$ cat src/rtl/nested_walker_pkg.sv
package nested_walker_pkg;
  typedef struct packed {
    logic capture;
    logic hostAdv;
    logic guestAdv;
    logic markFault;
    logic faultIsHost;
    logic countRead;
    logic selGuest;
  } walkStrobe_t;
endpackage

$ cat src/rtl/nested_walker_datapath.sv
module nested_walker_datapath
  import nested_walker_pkg::*;
#(
  parameter int VA_W   = 48,
  parameter int PA_W   = 52,
  parameter int PAGE_W = 12,
  parameter int IDX_W  = 9,
  parameter int LEVELS = 4,
  parameter int CNT_W  = 5
) (
  input  logic                     clk,
  input  logic                     rst_n,
  input  walkStrobe_t              strobe,
  input  logic [VA_W-1:0]          reqGva,
  input  logic [PA_W-PAGE_W-1:0]   reqGuestRoot,
  input  logic [PA_W-PAGE_W-1:0]   reqHostRoot,
  input  logic [63:0]              memRspData,
  output logic [PA_W-1:0]          memReqAddr,
  output logic                     hostLast,
  output logic                     guestFinal,
  output logic                     present,
  output logic [PA_W-1:0]          rspHpa,
  output logic                     rspFault,
  output logic                     rspFaultHost,
  output logic [CNT_W-1:0]         readCount
);
  localparam int FRAME_W = PA_W - PAGE_W;
  localparam int LVL_W   = $clog2(LEVELS);
  localparam int STEP_W  = $clog2(LEVELS + 1);
  localparam int SH      = PAGE_W - IDX_W;

  logic [VA_W-1:0]    gvaR;
  logic [FRAME_W-1:0] hostRootR;
  logic [PA_W-1:0]    gpa;
  logic [FRAME_W-1:0] cursor;
  logic [LVL_W-1:0]   hostLvl;
  logic [STEP_W-1:0]  gStep;
  logic [CNT_W-1:0]   readCnt;
  logic               faultR, faultHostR;

  function automatic logic [PA_W-1:0] entryAddr(input logic [FRAME_W-1:0] frame,
                                                input logic [IDX_W-1:0] idx);
    return {frame, {PAGE_W{1'b0}}} | (PA_W'(idx) << SH);
  endfunction

  logic [IDX_W-1:0]   hostIdx, topIdx, guestIdx;
  logic [FRAME_W-1:0] newFrame;
  logic [PA_W-1:0]    nextGpa;
  int                 nxtLvl;

  always_comb begin
    hostIdx  = gpa[PAGE_W + IDX_W*int'(hostLvl) +: IDX_W];
    topIdx   = reqGva[PAGE_W + IDX_W*(LEVELS-1) +: IDX_W];
    nxtLvl   = (int'(gStep) >= LEVELS-1) ? 0 : LEVELS - 2 - int'(gStep);
    guestIdx = gvaR[PAGE_W + IDX_W*nxtLvl +: IDX_W];
    newFrame = memRspData[PA_W-1:PAGE_W];
    if (int'(gStep) == LEVELS-1) nextGpa = {newFrame, gvaR[PAGE_W-1:0]};
    else                         nextGpa = entryAddr(newFrame, guestIdx);
    memReqAddr = strobe.selGuest ? {cursor, gpa[PAGE_W-1:0]} : entryAddr(cursor, hostIdx);
  end

  assign present      = memRspData[0];
  assign hostLast     = (hostLvl == '0);
  assign guestFinal   = (int'(gStep) == LEVELS);
  assign rspHpa       = faultR ? '0 : {cursor, gpa[PAGE_W-1:0]};
  assign rspFault     = faultR;
  assign rspFaultHost = faultHostR;
  assign readCount    = readCnt;

  logic unusedBits;
  assign unusedBits = ^{memRspData[63:PA_W], memRspData[PAGE_W-1:1], gpa[PA_W-1:PAGE_W+IDX_W*LEVELS]};

  always_ff @(posedge clk) begin
    if (!rst_n) begin
      gvaR <= '0; hostRootR <= '0; gpa <= '0; cursor <= '0;
      hostLvl <= '0; gStep <= '0; readCnt <= '0;
      faultR <= 1'b0; faultHostR <= 1'b0;
    end else if (strobe.capture) begin
      gvaR       <= reqGva;
      hostRootR  <= reqHostRoot;
      gpa        <= entryAddr(reqGuestRoot, topIdx);
      cursor     <= reqHostRoot;
      hostLvl    <= LVL_W'(LEVELS-1);
      gStep      <= '0;
      readCnt    <= '0;
      faultR     <= 1'b0;
      faultHostR <= 1'b0;
    end else begin
      if (strobe.countRead) readCnt <= readCnt + 1'b1;
      if (strobe.hostAdv) begin
        cursor  <= newFrame;
        hostLvl <= hostLvl - 1'b1;
      end
      if (strobe.guestAdv) begin
        gpa     <= nextGpa;
        gStep   <= gStep + 1'b1;
        cursor  <= hostRootR;
        hostLvl <= LVL_W'(LEVELS-1);
      end
      if (strobe.markFault) begin
        faultR     <= 1'b1;
        faultHostR <= strobe.faultIsHost;
      end
    end
  end
endmodule

$ cat src/rtl/nested_walker_control.sv
module nested_walker_control
  import nested_walker_pkg::*;
(
  input  logic        clk,
  input  logic        rst_n,
  input  logic        reqValid,
  input  logic        rspReady,
  input  logic        memReqReady,
  input  logic        memRspValid,
  input  logic        hostLast,
  input  logic        guestFinal,
  input  logic        present,
  output walkStrobe_t strobe,
  output logic        reqReady,
  output logic        rspValid,
  output logic        memReqValid
);
  typedef enum logic [2:0] {IDLE, HREQ, HWAIT, GREQ, GWAIT, RESP} walkState_t;
  walkState_t state, nextState;

  always_comb begin
    strobe      = '0;
    reqReady    = 1'b0;
    rspValid    = 1'b0;
    memReqValid = 1'b0;
    nextState   = state;
    case (state)
      IDLE: begin
        reqReady = 1'b1;
        if (reqValid) begin
          strobe.capture = 1'b1;
          nextState = HREQ;
        end
      end
      HREQ: begin
        memReqValid = 1'b1;
        if (memReqReady) nextState = HWAIT;
      end
      HWAIT: if (memRspValid) begin
        strobe.countRead = 1'b1;
        if (!present) begin
          strobe.markFault   = 1'b1;
          strobe.faultIsHost = 1'b1;
          nextState = RESP;
        end else begin
          strobe.hostAdv = 1'b1;
          if (!hostLast)      nextState = HREQ;
          else if (guestFinal) nextState = RESP;
          else                 nextState = GREQ;
        end
      end
      GREQ: begin
        strobe.selGuest = 1'b1;
        memReqValid = 1'b1;
        if (memReqReady) nextState = GWAIT;
      end
      GWAIT: if (memRspValid) begin
        strobe.countRead = 1'b1;
        if (!present) begin
          strobe.markFault = 1'b1;
          nextState = RESP;
        end else begin
          strobe.guestAdv = 1'b1;
          nextState = HREQ;
        end
      end
      RESP: begin
        rspValid = 1'b1;
        if (rspReady) nextState = IDLE;
      end
      default: nextState = IDLE;
    endcase
  end

  always_ff @(posedge clk) begin
    if (!rst_n) state <= IDLE;
    else        state <= nextState;
  end
endmodule

$ cat src/rtl/nested_walker.sv
module nested_walker
  import nested_walker_pkg::*;
#(
  parameter int VA_W   = 48,
  parameter int PA_W   = 52,
  parameter int PAGE_W = 12,
  parameter int IDX_W  = 9,
  parameter int LEVELS = 4,
  localparam int FRAME_W = PA_W - PAGE_W,
  localparam int CNT_W   = $clog2(LEVELS*(LEVELS+1) + LEVELS + 1)
) (
  input  logic               clk,
  input  logic               rst_n,
  input  logic               reqValid,
  output logic               reqReady,
  input  logic [VA_W-1:0]    reqGva,
  input  logic [FRAME_W-1:0] reqGuestRoot,
  input  logic [FRAME_W-1:0] reqHostRoot,
  output logic               rspValid,
  input  logic               rspReady,
  output logic               rspFault,
  output logic               rspFaultHost,
  output logic [PA_W-1:0]    rspHpa,
  output logic [CNT_W-1:0]   readCount,
  output logic               memReqValid,
  input  logic               memReqReady,
  output logic [PA_W-1:0]    memReqAddr,
  input  logic               memRspValid,
  input  logic [63:0]        memRspData
);
  walkStrobe_t strobe;
  logic hostLast, guestFinal, present;

  nested_walker_control u_ctrl (
    .clk(clk), .rst_n(rst_n), .reqValid(reqValid), .rspReady(rspReady),
    .memReqReady(memReqReady), .memRspValid(memRspValid),
    .hostLast(hostLast), .guestFinal(guestFinal), .present(present),
    .strobe(strobe), .reqReady(reqReady), .rspValid(rspValid),
    .memReqValid(memReqValid)
  );

  nested_walker_datapath #(
    .VA_W(VA_W), .PA_W(PA_W), .PAGE_W(PAGE_W), .IDX_W(IDX_W),
    .LEVELS(LEVELS), .CNT_W(CNT_W)
  ) u_dp (
    .clk(clk), .rst_n(rst_n), .strobe(strobe), .reqGva(reqGva),
    .reqGuestRoot(reqGuestRoot), .reqHostRoot(reqHostRoot),
    .memRspData(memRspData), .memReqAddr(memReqAddr),
    .hostLast(hostLast), .guestFinal(guestFinal), .present(present),
    .rspHpa(rspHpa), .rspFault(rspFault), .rspFaultHost(rspFaultHost),
    .readCount(readCount)
  );
endmodule

$ cat config.mk
export PLATFORM = sky130hd
export DESIGN_NAME = nested_walker
export DESIGN_NICKNAME = d
export VERILOG_FILES = /design/src/rtl/nested_walker_pkg.sv /design/src/rtl/nested_walker_datapath.sv /design/src/rtl/nested_walker_control.sv /design/src/rtl/nested_walker.sv
export SDC_FILE = /design/constraint.sdc
export NUM_CORES = 1
export LEC_CHECK = 0
export BUFFER_PORTS_ARGS = -buffer_cell sky130_fd_sc_hd__buf_2
export CORE_ASPECT_RATIO = 1.4
export CORE_MARGIN = 5
export CORE_UTILIZATION = 40
export DETAILED_ROUTE_END_ITERATION = 10
export PLACE_DENSITY = 0.77
export SLEW_MARGIN = 20
export SYNTH_ARGS = -nofsm -noshare
export SYNTH_HDL_FRONTEND = slang
export SYNTH_SLANG_ARGS = --single-unit
export TNS_END_PERCENT = 1
$ cat constraint.sdc
create_clock -name clk -period 4.32 [get_ports clk]
set_input_delay 0.648 -clock clk [delete_from_list [all_inputs] [get_ports clk]]
set_output_delay 0.648 -clock clk [all_outputs]
set_load 0.02 [all_outputs]
==> flow_summary.yaml <==
sta:
  final_worst_path_period_need_ns: 4.101
  tightestPinTransition_ns: 1.004
  finalHoldViolations: 0
  slew-limit-headroom_pct: 32.91
  timing.clock.skew_ns: 0.01151
  fmax_ghz: 0.2438
  timing_max_transition_violations_final: 0
  setup-tns-final_ns: 0
  rsz_0062_raised_after_global_routing: "false"
  fin_crit_sh_pct: 94.94
  report.final.setup_viol: 0
power_and_ir_drop:
  switching_power_uw: 1807
  power_frac_clock_pct: 31.8
  power_leakage_uw: 0.006410
  pwr-share-seq_pct: 41.7
  fin_total_pwr_uw: 5049
  pwr_density_cell_nw_per_um2: 349.4
  cell_internal_pwr_uw: 3242
  share_comb_of_total_power_pct: 26.5
  power.share.switching_pct: 35.79
  vdd_ir_drop_max_mv: 0.2488
clock_network:
  numCtsBuffers: 17
  clock_path_buffers: 2
  clock-root-buffer: "sky130_fd_sc_hd__clkbuf_16"
  cts_num_sinks: 195
  clock_tree_from_tritoncts: "yes"
  worst_skew_pair.late_latency_ns: 0.46
  clkSlewWorstSetupHoldPaths_ns: 0.08
  clock_tree.htree_level_count: 4
  post_cts_hold_buffer_count: 0
placement:
  routabilityCongestion: 0.9519
  detailedPlacementHpwl_mm: 32.55
  placement.io_buffers: 288
  placed_cell_area_um2: 13820
critical_path:
  worst-path-buf-inv: 2
  required_time_of_the_critical_path_ns: 3.67
  critPathCaptureType: "output pin"
  crit_path_max_fanout: 16
  path_class: "register to output pin"
  cp_cell_sequence: "clkinv_1 > ha_1 > nor2_1 > a211oi_1 > a21oi_1 > nor2_1 > a31oi_1 > a21oi_1 > buf_2"
  cp_num_cells: 9
  cpLargestDelayFamily: "buffers and inverters"
  worst_path_max_delay_cell: "sky130_fd_sc_hd__ha_1"
  setup.worst_path.start_class: "register"
  r2r_cells: 17
  largest_stage_delay_on_the_critical_path_ns: 0.78
  arrival_time_of_data_at_the_critical_path_endpoint_ns: 3.45
routing:
  wl_mm: 43.75
  antenna_left: 0
  drt-pass1-iter-count: 6
  detailed_route_wirelength_on_metal3_mm: 2.715
  dr_total_vias: 12300
  routedWlPerCell_um: 20.50
  detail_route.vias_per_cell: 5.765
  met2WireLength_mm: 22.52
  first_iter_violations: 745
  dr.max_layer_used: "met5"
  wirelength_met1_mm: 16.36
  drt_drc_violations_left: 0
die:
  num_rows: 74
  core_um2: 29350
  die_y_um: 214.2
  chipWidth_um: 155.9
  area_enclosed_by_the_die_boundary_um2: 33400
  initial_core_util_pct: 40.61
  design.portCount: 312
synthesis:
  synth_sequential_area_ratio_pct: 32.75
  syn_area_um2: 11920
  synth_largest_type_area_fraction_pct: 32.75
  dominantRegCellSynth: "sky130_fd_sc_hd__dfxtp_1"
  ys_warn_count: 0
  synth_async_reset_ratio_pct: 0
  synth_top_cell_by_area: "sky130_fd_sc_hd__dfxtp_1"
  synth_cell_type_count: 68
  postSynthCellCount: 1508
  synth_edf_count: 0
  synth.ff_latch_count: 195
  postSynthAreaPerCell_um2: 7.904
  ys_top_cells_by_area: "sky130_fd_sc_hd__dfxtp_1, sky130_fd_sc_hd__nand2_1, sky130_fd_sc_hd__a21boi_0"
global_route:
  overflow: 0
  first_global_vias: 12170
  grt_max_degree: 118
  antenna_violations_before_repair: 5
  global_route.usage.total_pct: 25.49
  grt_first_pass_wirelength_mm: 67.87
cells_and_area:
  nets: 1953
  final_design_area_no_fill_um2: 14450
  final_core_util_pct: 49.23
  final_common_cell: "sky130_fd_sc_hd__nand2_1"
  layout_common_cells: "sky130_fd_sc_hd__nand2_1, sky130_fd_sc_hd__buf_2, sky130_fd_sc_hd__dfxtp_1"
  drive_above_1_share_pct: 23.42
  area_growth_pct: 21.24
min_path:
  hold_depth: 3
  holdCritPathClass: "primary input to register"
outcome:
  result_of_the_run: "finished clean"
flow_run:
  maxCapViolCount: 0
-- cells in the mapped netlist (all sizes together) (3+ instances only) --
master  number
o221ai      10
nor4         5
o211a       32
inv         20
mux4        13
nand4       39
dfxtp      195
a32oi       11
nand2      369
buf         34
a22oi       45
o21a         9
nor3        15
xor2         3
and2         3
a221o        4
nand3       30
ha          15
and3         6
a221oi      10
clkbuf      93
xnor2        4
nor2b       67
o211ai      17
nand2b      10
mux2i       93
mux2         7
nor2        50
a21oi       54
a211oi      21
o22ai        5
a31oi       16
o311ai       3
o21ai       23
a21boi     140
-- power groups by stage --
stage / Combinational [µW] / Sequential [µW] / Clock, µW
final: 1340 / 2110 / 1610
after global routing: 1450 / 2120 / 1700
after CTS: 1330 / 2100 / 1640
after detailed placement: 1320 / 2140 / 0
after global placement: 1310 / 2130 / 0
after floorplan: 818 / 2140 / 0
-- final timing paths --
path | start | to | slack, ns
worst max register to register | u_dp.gStep[0] | u_dp.gpa[10] | 0.29
worst max-delay path | u_dp.hostLvl[1] | memReqAddr[3] | 0.22
worst min-delay path | reqGva[22] | u_dp.gvaR[22] | 0.43
worst min register to register | u_dp.hostRootR[2] | u_dp.hostRootR[2] | 0.47
-- state kept, by name (all words and copies together), names as in the netlist --
signal / cells
u_dp.gpa: 52
u_dp.rspFault: 1
u_dp.hostRootR: 40
u_dp.gvaR: 48
u_dp.cursor: 40
u_dp.readCount: 5
u_dp.rspFaultHost: 1
u_dp.hostLvl: 2
u_ctrl.state: 3
u_dp.gStep: 3
-- final cells by class --
type	count	area, µm²
Clock inverter	15	165.2
Timing Repair Buffer	336	1874
Fill cell	2837	14900
Sequential cell	195	3909
Clock buffer	17	425.4
Antenna cell	3	7.507
Multi-Input combinational cell	1166	7511
Inverter	22	82.58
Tap cell	380	475.5
-- metal layers --
metal  vias to the layer above  global-route usage [%]
met2                       501                   45.47
met5                         -                       0
li1                       5854                       -
met1                      5831                   28.75
met3                       113                   4.664
met4                         4                   12.50
-- per-stage QoR --
step,hold slack (ns),worst slack (ns),instances
after global placement,0.4503,0.3082,2098
final,0.4344,0.2185,2134
after floorplan,0.4400,0.02706,1510
after detailed placement,0.4573,0.2561,2098
after CTS,0.4221,0.1941,2130
after global routing,0.4383,0.0006182,2134
-- worst register-to-register path, cell delays in order (launching register included) --
cell and delay (ns):
sky130_fd_sc_hd__dfxtp_1 0.32, sky130_fd_sc_hd__ha_1 0.20, sky130_fd_sc_hd__ha_1 0.24, sky130_fd_sc_hd__nor4b_4 0.26
sky130_fd_sc_hd__inv_2 0.07, sky130_fd_sc_hd__nor2_1 0.14, sky130_fd_sc_hd__or2_2 0.15, sky130_fd_sc_hd__inv_1 0.05
sky130_fd_sc_hd__fa_1 0.47, sky130_fd_sc_hd__inv_1 0.07, sky130_fd_sc_hd__ha_1 0.30, sky130_fd_sc_hd__a21oi_2 0.23
sky130_fd_sc_hd__o21ai_2 0.16, sky130_fd_sc_hd__buf_4 0.21, sky130_fd_sc_hd__nor2_4 0.23, sky130_fd_sc_hd__a221oi_1 0.13
sky130_fd_sc_hd__or4_1 0.51, sky130_fd_sc_hd__o31ai_1 0.22
-- kinds of logic (layout without fill, tap and decap cells) --
group	count (synthesis)	in the layout	share of synthesized area, %
multiplexers	113	113	10.93
buffers and inverters	149	390	4.986
adder cells (fa/ha/maj)	17	17	1.911
AND/OR/NAND/NOR	608	608	23.05
AO/OA/AOI/OAI	417	417	25.79
XOR/XNOR	7	7	0.5144
flip-flops	195	195	32.75
other	2	7	0.06301
-- timing repair --
| action | CTS | global route |
|---|---|---|
| gates resized for setup | 0 | 1 |
| buffers inserted | 0 | 0 |
| endpoints found under the setup margin | 0 | 1 |
No activity file was read; power rests on OpenSTA's default activity.
